### src/rtl/mcp_pkg.sv
package mcp_pkg;
  localparam int XLEN = 32;

  localparam logic [5:0] OPC_RR  = 6'h00;
  localparam logic [5:0] OPC_JMP = 6'h02;
  localparam logic [5:0] OPC_BEQ = 6'h04;
  localparam logic [5:0] OPC_LD  = 6'h23;
  localparam logic [5:0] OPC_ST  = 6'h2B;

  localparam logic [5:0] FN_ADD = 6'h20;
  localparam logic [5:0] FN_SUB = 6'h22;
  localparam logic [5:0] FN_AND = 6'h24;
  localparam logic [5:0] FN_OR  = 6'h25;
  localparam logic [5:0] FN_SLT = 6'h2A;

  typedef enum logic [3:0] {
    S_FETCH, S_DECODE, S_ADDR, S_LDRD, S_LDWB,
    S_STWR, S_EXEC, S_ALUWB, S_BEQ, S_JMP
  } step_t;

  typedef enum logic [2:0] {OP_ADD, OP_SUB, OP_AND, OP_OR, OP_SLT} aluop_t;

  // second operand choices: operand reg, constant four, immediate, immediate*4
  typedef enum logic [1:0] {B_REG, B_FOUR, B_IMM, B_IMM4} srcb_t;

  typedef enum logic [1:0] {PC_ALU, PC_HELD, PC_JMP} pcsrc_t;

  typedef struct packed {
    logic   pc_we;
    pcsrc_t pc_src;
    logic   br;
    logic   iord;
    logic   mem_re;
    logic   mem_we;
    logic   ir_we;
    logic   reg_we;
    logic   dst_rd;
    logic   wb_mem;
    logic   a_from_reg;
    srcb_t  src_b;
    aluop_t alu_op;
  } ctl_t;
endpackage

### src/rtl/mcp_alu.sv
module mcp_alu
  import mcp_pkg::*;
#(
  parameter int DW = XLEN
) (
  input  logic [DW-1:0] a,
  input  logic [DW-1:0] b,
  input  aluop_t        op,
  output logic [DW-1:0] y,
  output logic          zero
);
  always_comb begin
    case (op)
      OP_SUB:  y = a - b;
      OP_AND:  y = a & b;
      OP_OR:   y = a | b;
      OP_SLT:  y = {{(DW-1){1'b0}}, ($signed(a) < $signed(b))};
      default: y = a + b;
    endcase
  end

  assign zero = (y == '0);
endmodule

### src/rtl/mcp_regfile.sv
module mcp_regfile #(
  parameter int NREG = 32,
  parameter int DW   = 32,
  localparam int RW  = $clog2(NREG)
) (
  input  logic          clk,
  input  logic          we,
  input  logic [RW-1:0] waddr,
  input  logic [DW-1:0] wdata,
  input  logic [RW-1:0] ra1,
  input  logic [RW-1:0] ra2,
  output logic [DW-1:0] rd1,
  output logic [DW-1:0] rd2
);
  logic [DW-1:0] regs [NREG];

  always_ff @(posedge clk) begin
    if (we && (waddr != '0)) regs[waddr] <= wdata;
  end

  assign rd1 = (ra1 == '0) ? '0 : regs[ra1];
  assign rd2 = (ra2 == '0) ? '0 : regs[ra2];
endmodule

### src/rtl/mcp_ctrl.sv
module mcp_ctrl
  import mcp_pkg::*;
(
  input  logic       clk,
  input  logic       rst,
  input  logic [5:0] opcode,
  input  logic [5:0] funct,
  output ctl_t       ctl,
  output step_t      state
);
  step_t nxt;

  always_ff @(posedge clk) begin
    if (rst) state <= S_FETCH;
    else     state <= nxt;
  end

  always_comb begin
    nxt = S_FETCH;
    case (state)
      S_FETCH:  nxt = S_DECODE;
      S_DECODE: begin
        case (opcode)
          OPC_LD, OPC_ST: nxt = S_ADDR;
          OPC_RR:         nxt = S_EXEC;
          OPC_BEQ:        nxt = S_BEQ;
          OPC_JMP:        nxt = S_JMP;
          default:        nxt = S_FETCH;
        endcase
      end
      S_ADDR:   nxt = (opcode == OPC_LD) ? S_LDRD : S_STWR;
      S_LDRD:   nxt = S_LDWB;
      S_EXEC:   nxt = S_ALUWB;
      default:  nxt = S_FETCH;
    endcase
  end

  always_comb begin
    ctl = '0;
    case (state)
      S_FETCH: begin
        ctl.mem_re = 1'b1;
        ctl.ir_we  = 1'b1;
        ctl.src_b  = B_FOUR;
        ctl.pc_we  = 1'b1;
        ctl.pc_src = PC_ALU;
      end
      S_DECODE: ctl.src_b = B_IMM4;
      S_ADDR: begin
        ctl.a_from_reg = 1'b1;
        ctl.src_b      = B_IMM;
      end
      S_LDRD: begin
        ctl.iord   = 1'b1;
        ctl.mem_re = 1'b1;
      end
      S_LDWB: begin
        ctl.reg_we = 1'b1;
        ctl.wb_mem = 1'b1;
      end
      S_STWR: begin
        ctl.iord   = 1'b1;
        ctl.mem_we = 1'b1;
      end
      S_EXEC: begin
        ctl.a_from_reg = 1'b1;
        ctl.src_b      = B_REG;
        case (funct)
          FN_SUB:  ctl.alu_op = OP_SUB;
          FN_AND:  ctl.alu_op = OP_AND;
          FN_OR:   ctl.alu_op = OP_OR;
          FN_SLT:  ctl.alu_op = OP_SLT;
          default: ctl.alu_op = OP_ADD;
        endcase
      end
      S_ALUWB: begin
        ctl.reg_we = 1'b1;
        ctl.dst_rd = 1'b1;
      end
      S_BEQ: begin
        ctl.a_from_reg = 1'b1;
        ctl.src_b      = B_REG;
        ctl.alu_op     = OP_SUB;
        ctl.br         = 1'b1;
        ctl.pc_src     = PC_HELD;
      end
      S_JMP: begin
        ctl.pc_we  = 1'b1;
        ctl.pc_src = PC_JMP;
      end
      default: ;
    endcase
  end

  AST_FETCH_TO_DECODE: assert property (@(posedge clk) disable iff (rst)
    (state == S_FETCH) |=> (state == S_DECODE));
  AST_LOAD_WRITEBACK: assert property (@(posedge clk) disable iff (rst)
    (state == S_LDRD) |=> (state == S_LDWB && ctl.reg_we));
  AST_STORE_ENDS: assert property (@(posedge clk) disable iff (rst)
    (state == S_STWR) |=> (state == S_FETCH));
endmodule

### src/rtl/mcp_core.sv
module mcp_core
  import mcp_pkg::*;
#(
  parameter int ADDR_W = 10,
  parameter int NREG   = 32
) (
  input  logic              clk,
  input  logic              rst,
  output logic [ADDR_W-1:0] mem_addr,
  output logic [XLEN-1:0]   mem_wdata,
  input  logic [XLEN-1:0]   mem_rdata,
  output logic              mem_re,
  output logic              mem_we
);
  localparam int RW = $clog2(NREG);

  ctl_t  ctl;
  step_t state;

  logic [XLEN-1:0] pc, ir, mdr, a_q, b_q, alu_q;
  logic [XLEN-1:0] op_a, op_b, alu_y, imm_se, pc_next, byte_addr, wb_data;
  logic [XLEN-1:0] rf_a, rf_b;
  logic            zero, pc_write;
  logic [RW-1:0]   wr_idx;

  mcp_ctrl u_ctrl (
    .clk    (clk),
    .rst    (rst),
    .opcode (ir[31:26]),
    .funct  (ir[5:0]),
    .ctl    (ctl),
    .state  (state)
  );

  assign imm_se = {{(XLEN-16){ir[15]}}, ir[15:0]};
  assign op_a   = ctl.a_from_reg ? a_q : pc;

  always_comb begin
    case (ctl.src_b)
      B_REG:   op_b = b_q;
      B_FOUR:  op_b = 32'd4;
      B_IMM:   op_b = imm_se;
      default: op_b = {imm_se[XLEN-3:0], 2'b00};
    endcase
  end

  mcp_alu u_alu (
    .a    (op_a),
    .b    (op_b),
    .op   (ctl.alu_op),
    .y    (alu_y),
    .zero (zero)
  );

  always_comb begin
    case (ctl.pc_src)
      PC_HELD: pc_next = alu_q;
      PC_JMP:  pc_next = {pc[31:28], ir[25:0], 2'b00};
      default: pc_next = alu_y;
    endcase
  end

  assign pc_write = ctl.pc_we | (ctl.br & zero);

  always_ff @(posedge clk) begin
    if (rst) begin
      pc <= '0;
      ir <= '0;
    end else begin
      if (pc_write)  pc <= pc_next;
      if (ctl.ir_we) ir <= mem_rdata;
    end
  end

  // single-cycle holding registers, no enables
  always_ff @(posedge clk) begin
    if (rst) begin
      mdr   <= '0;
      a_q   <= '0;
      b_q   <= '0;
      alu_q <= '0;
    end else begin
      mdr   <= mem_rdata;
      a_q   <= rf_a;
      b_q   <= rf_b;
      alu_q <= alu_y;
    end
  end

  assign wr_idx  = ctl.dst_rd ? ir[11 +: RW] : ir[16 +: RW];
  assign wb_data = ctl.wb_mem ? mdr : alu_q;

  mcp_regfile #(.NREG(NREG), .DW(XLEN)) u_rf (
    .clk   (clk),
    .we    (ctl.reg_we),
    .waddr (wr_idx),
    .wdata (wb_data),
    .ra1   (ir[21 +: RW]),
    .ra2   (ir[16 +: RW]),
    .rd1   (rf_a),
    .rd2   (rf_b)
  );

  assign byte_addr = ctl.iord ? alu_q : pc;
  assign mem_addr  = byte_addr[ADDR_W+1:2];
  assign mem_wdata = b_q;
  assign mem_re    = ctl.mem_re;
  assign mem_we    = ctl.mem_we;

  logic unused_bits;
  assign unused_bits = ^{ir[10:6], byte_addr[1:0], byte_addr[XLEN-1:ADDR_W+2]};

  AST_PORT_EXCLUSIVE: assert property (@(posedge clk) disable iff (rst)
    !(mem_re && mem_we));
  AST_PC_STEP: assert property (@(posedge clk) disable iff (rst)
    (state == S_FETCH) |=> (pc == $past(pc) + 32'd4));
  AST_BR_NOT_TAKEN: assert property (@(posedge clk) disable iff (rst)
    (state == S_BEQ && !zero) |=> $stable(pc));
  AST_JUMP_REGION: assert property (@(posedge clk) disable iff (rst)
    (state == S_JMP) |=> (pc[1:0] == 2'b00 && pc[31:28] == $past(pc[31:28])));
endmodule

### config.mk
export PLATFORM = sky130hd
export DESIGN_NAME = mcp_core
export DESIGN_NICKNAME = d
export VERILOG_FILES = /design/src/rtl/mcp_pkg.sv /design/src/rtl/mcp_alu.sv /design/src/rtl/mcp_regfile.sv /design/src/rtl/mcp_ctrl.sv /design/src/rtl/mcp_core.sv
export SDC_FILE = /design/constraint.sdc
export NUM_CORES = 2
export LEC_CHECK = 0
export ABC_AREA = 0
export BUFFER_PORTS_ARGS = -buffer_cell sky130_fd_sc_hd__buf_4
export CAP_MARGIN = 20
export CORE_MARGIN = 2
export CORE_UTILIZATION = 45
export DETAILED_ROUTE_END_ITERATION = 10
export SYNTH_ARGS = -nofsm -noshare
export SYNTH_HDL_FRONTEND = slang
export SYNTH_SLANG_ARGS = --single-unit
### constraint.sdc
create_clock -name clk -period 5.01 [get_ports clk]
set_clock_uncertainty 0.1 [all_clocks]
set_input_delay 0.2505 -clock clk [delete_from_list [all_inputs] [get_ports clk]]
set_output_delay 0.2505 -clock clk [all_outputs]
set_load 0.005 [all_outputs]
==> summary.md <==
| Metric | Value |
|---|---|
| Status | finished with violations |
| Failing checks | negative setup slack |
| Setup crit end | pc[14]$_SDFFE_PP0P_ |
| Worst-path clk slew | 0.06 ns |
| Footprint of the multi-input gates | 0.0257 mm2 |
| Slew Limit Fails | 0 |
| Io pins | 78 |
| Critical path arrival | 5.62 ns |
| Pwr Density | 482 mW/mm2 |
| FILL cells | 10.8k |
| Setup CP Type | reg -> reg |
| First-pass GRT wire length | 298000 um |
| Layout area overhead | 20.1% |
| Root buffer cell | clkbuf_16 |
| Post-synthesis register bit count | 1220 |
| Fmax | 0.197 GHz |
| Worst r2r src | u_ctrl.state[3]$_SDFF_PP0_ |
| # rows | 134 |
| Global placer's final weighted congestion | 0.986 |
| Initial antenna violation count | 5 |
| Post-synthesis mux area share | 23.5% |
| Vias | 42.1k |
| Die X | 371 um |
| Layout cells sized above 1 | 35.1% |
| FF-to-FF setup slack | -0.05 ns |
| Leakage power | 24.8 nW |
| Drt pass-1 iters | 6 |
| Compound-gate portion of the synthesized area | 8.71% |
| Worst setup startpoint | u_ctrl.state[3]$_SDFF_PP0_ |
| Largest family of logic cells by synthesized area | multiplexers |
| Slew headroom | 30.7% |
| Unique masters post-synth | 93 |
| Final setup violation count | 18 |
| Worst setup margin | -0.0535 ns |
| Max_cap viols | 0 |
| Syn avg cell area | 15.0 um2 |
| Dominant synthesized flop cell | edfxtp_1 |
| DR WL/cell | 32.6 um |
| Worst IR Drop VDD | 0.000274 V |
| CTS tree | yes |
| RSZ-0062 raised after global routing | true |
| Inst Count DP | 6125 |
| Die height | 371 um |
| Post-DP HPWL | 132000 um |
| Cell Area, Placed | 0.0670 mm2 |
| R2R cell count | 19 |
| Worst Max-Slew Pin Slew | 1.04 ns |
| Final Power | 35.2 mW |
| Seq. cell area | 0.0347 mm2 |
| Crit-path max FO | 8 |
| Maximum root-to-sink buffer count | 3 |
| Critical Path RT | 5.57 ns |
| Remaining global-route overflow | 0 |
| Initial Util | 45.4% |
| Post-layout util | 54.5% |
| Largest net degree at the start of global routing | 102 |
| Reg2reg end | pc[14]$_SDFFE_PP0P_ |
| Post-synthesis xor/xnor area fraction | 0.288% |
| Synth Area in Adders | 2.08% |
| Post-route DRC | 0 |
| Pre-CTS WS | -0.455 ns |
| Vias/cell | 6.54 |
| First DRT Iteration DRCs | 5994 |
| Clk sink count | 1220 |
| Post-Syn Instances | 4060 |
| Die area | 0.138 mm2 |
| Cell Count, Final, Fillers Out | 6441 |
| Worst min-delay path category | in -> reg |
| Crit path time final | 5.06 ns |
| Clk Latency, worst-skew pair | 0.79 ns |
| Final wirelength | 210000 um |
| Total Routing Usage GR | 30.4% |
| Synth Cell Area | 0.0608 mm2 |
| Layout Nets | 4697 |
| Syn. warnings | 0 |
| Sequential element share of the synthesized area | 57.1% |
| Number of enable flip-flop cells after synthesis | 1024 |
| Number of port buffers | 77 |
| Fin crit share | 101% |
| Cts bufs inserted | 134 |
| Asr flop ratio synth | 0% |
| Hold Vio Cnt, Final | 0 |
| Core ar. | 0.134 mm2 |
| Synth Area in Simple Gates | 5.58% |
| Number of global-route vias before repair | 41.1k |
| ANT nets after route | 0 |
| H-tree depth | 4 |
| Startpoint Class | register |
| Critical path endpoint category | register |
| Post-route cell area | 0.0730 mm2 |
-- Yosys cell counts, types with 15 or more instances --
cell type	instances	area [um2]
edfxtp_1	1024	30700
mux4_2	448	10100
nand2_1	229	860
mux2i_1	228	2280
clkbuf_1	213	800
dfxtp_1	196	3920
a21oi_1	195	976
nor2_1	184	691
mux2_2	166	1870
inv_1	104	390
ha_1	98	1230
a221oi_1	77	674
o21ai_0	66	330
o22ai_1	65	407
nor3_1	64	320
buf_1	61	229
o221ai_1	60	526
nor2b_1	56	350
buf_2	38	190
a211o_1	37	324
a22o_1	33	289
nand3_1	29	145
a211oi_1	24	180
nand2b_1	24	150
a31oi_1	19	119
nor4_1	19	119
o211ai_1	19	143
nand4_1	18	113
and2_1	16	100
o31ai_1	16	120
a222oi_1	15	150
-- layer usage --
metal,track usage [%],vias up,wire [um]
met1,43.6,21949,85900
met2,47.2,2312,96500
met5,0,-,0
met4,10.6,0,7900
met3,5.03,416,19900
li1,-,17469,-
-- worst min-delay path by stage --
stage,end,cells after the start,from
finish,mdr[25]$_SDFF_PP0_,3,mem_rdata[25]
global route,mdr[27]$_SDFF_PP0_,3,mem_rdata[27]
CTS,mdr[25]$_SDFF_PP0_,3,mem_rdata[25]
detailed placement,pc[31]$_SDFFE_PP0P_,2,pc[31]$_SDFFE_PP0P_
global placement,pc[31]$_SDFFE_PP0P_,2,pc[31]$_SDFFE_PP0P_
floorplan,mdr[0]$_SDFF_PP0_,1,mem_rdata[0]
-- worst max-delay path, cell delays in order (launching register included) --
cell,delay (ns)
dfxtp_2,0.32
buf_6,0.12
mux2i_4,0.18
nor2_4,0.20
mux2_4,0.35
ha_4,0.18
fa_2,0.39
a21o_1,0.24
a221o_2,0.47
a21oi_2,0.18
buf_4,0.13
nor2_1,0.05
xnor2_1,0.20
o2111ai_2,0.21
nor4_2,0.31
nand4_1,0.28
nor4b_4,0.43
a21oi_4,0.10
buf_12,0.17
mux2_4,0.30
-- cell usage in the layout, fill, tap and decap left out, types with 26 or more instances in the layout --
cell type / Yosys / layout
edfxtp_1: 1024 / 1024
buf_4: 2 / 566
mux4_2: 448 / 448
mux2i_1: 228 / 226
nand2_1: 229 / 222
a21oi_1: 195 / 184
dfxtp_1: 196 / 182
mux2_2: 166 / 162
nor2_1: 184 / 141
clkbuf_16: 0 / 138
inv_1: 104 / 101
ha_1: 98 / 82
a221oi_1: 77 / 74
o22ai_1: 65 / 65
o221ai_1: 60 / 58
nor3_1: 64 / 56
o21ai_0: 66 / 52
nor2b_1: 56 / 50
dlygate4sd3_1: 0 / 38
a211o_1: 37 / 37
nor2_4: 0 / 36
buf_12: 0 / 35
a22o_1: 33 / 32
conb_1: 1 / 32
nand3_1: 29 / 26
clkbuf_1: 213 / 26
-- timing repair --
| item | 4_1_cts | 5_1_grt |
|---|---|---|
| hold buffers | 38 | 0 |
| setup buffers | 21 | 11 |
| endpoints found under the setup margin | 32 | 32 |
| pin swaps | 52 | 32 |
| resized for setup | 103 | 86 |
| endpoints found under the hold margin | 74 | 0 |
| gates cloned | 1 | 0 |
-- state kept, by name (all words and copies together) (netlist names) --
signal / cells
a_q: 32
alu_q: 32
ir: 32
mdr: 32
mem_wdata: 32
pc: 32
u_ctrl.state: 4
u_rf.regs: 1024
-- cell families after synthesis --
logic type,after synthesis
AOI/OAI and AO/OA,745
muxes,847
DFF,1220
buffers and inverters,421
and+or+nand+nor,706
xor gates and xnor gates,20
other,1
adders and majority gates,100
-- area by class of cell --
type / count / area share (%)
multi-input combinational: 2450 / 35.2
tap: 1768 / 3.03
clock inverter: 75 / 1.16
timing repair buffer: 653 / 7.53
sequential: 1220 / 47.6
antenna: 1 / 0.00343
clock buffer: 170 / 4.98
inverter: 104 / 0.535
-- power by group --
group	leakage (nW)	total, mW	internal, mW	switching (mW)
Combinational	11.5	12.5	5.47	7.08
Sequential	11.1	12.6	12.1	0.533
Clock	2.20	10.0	5.87	4.17
-- stage by stage --
step / TNS, ns / hold WS (ns)
after global placement: -15.34 / 0.345
after floorplan: 0 / 0.279
after CTS: 0 / 0.137
after detailed placement: -13.14 / 0.350
final: -0.488 / 0.179
after global routing: -4.85 / 0.175
Power figures use the tool's default switching activity.
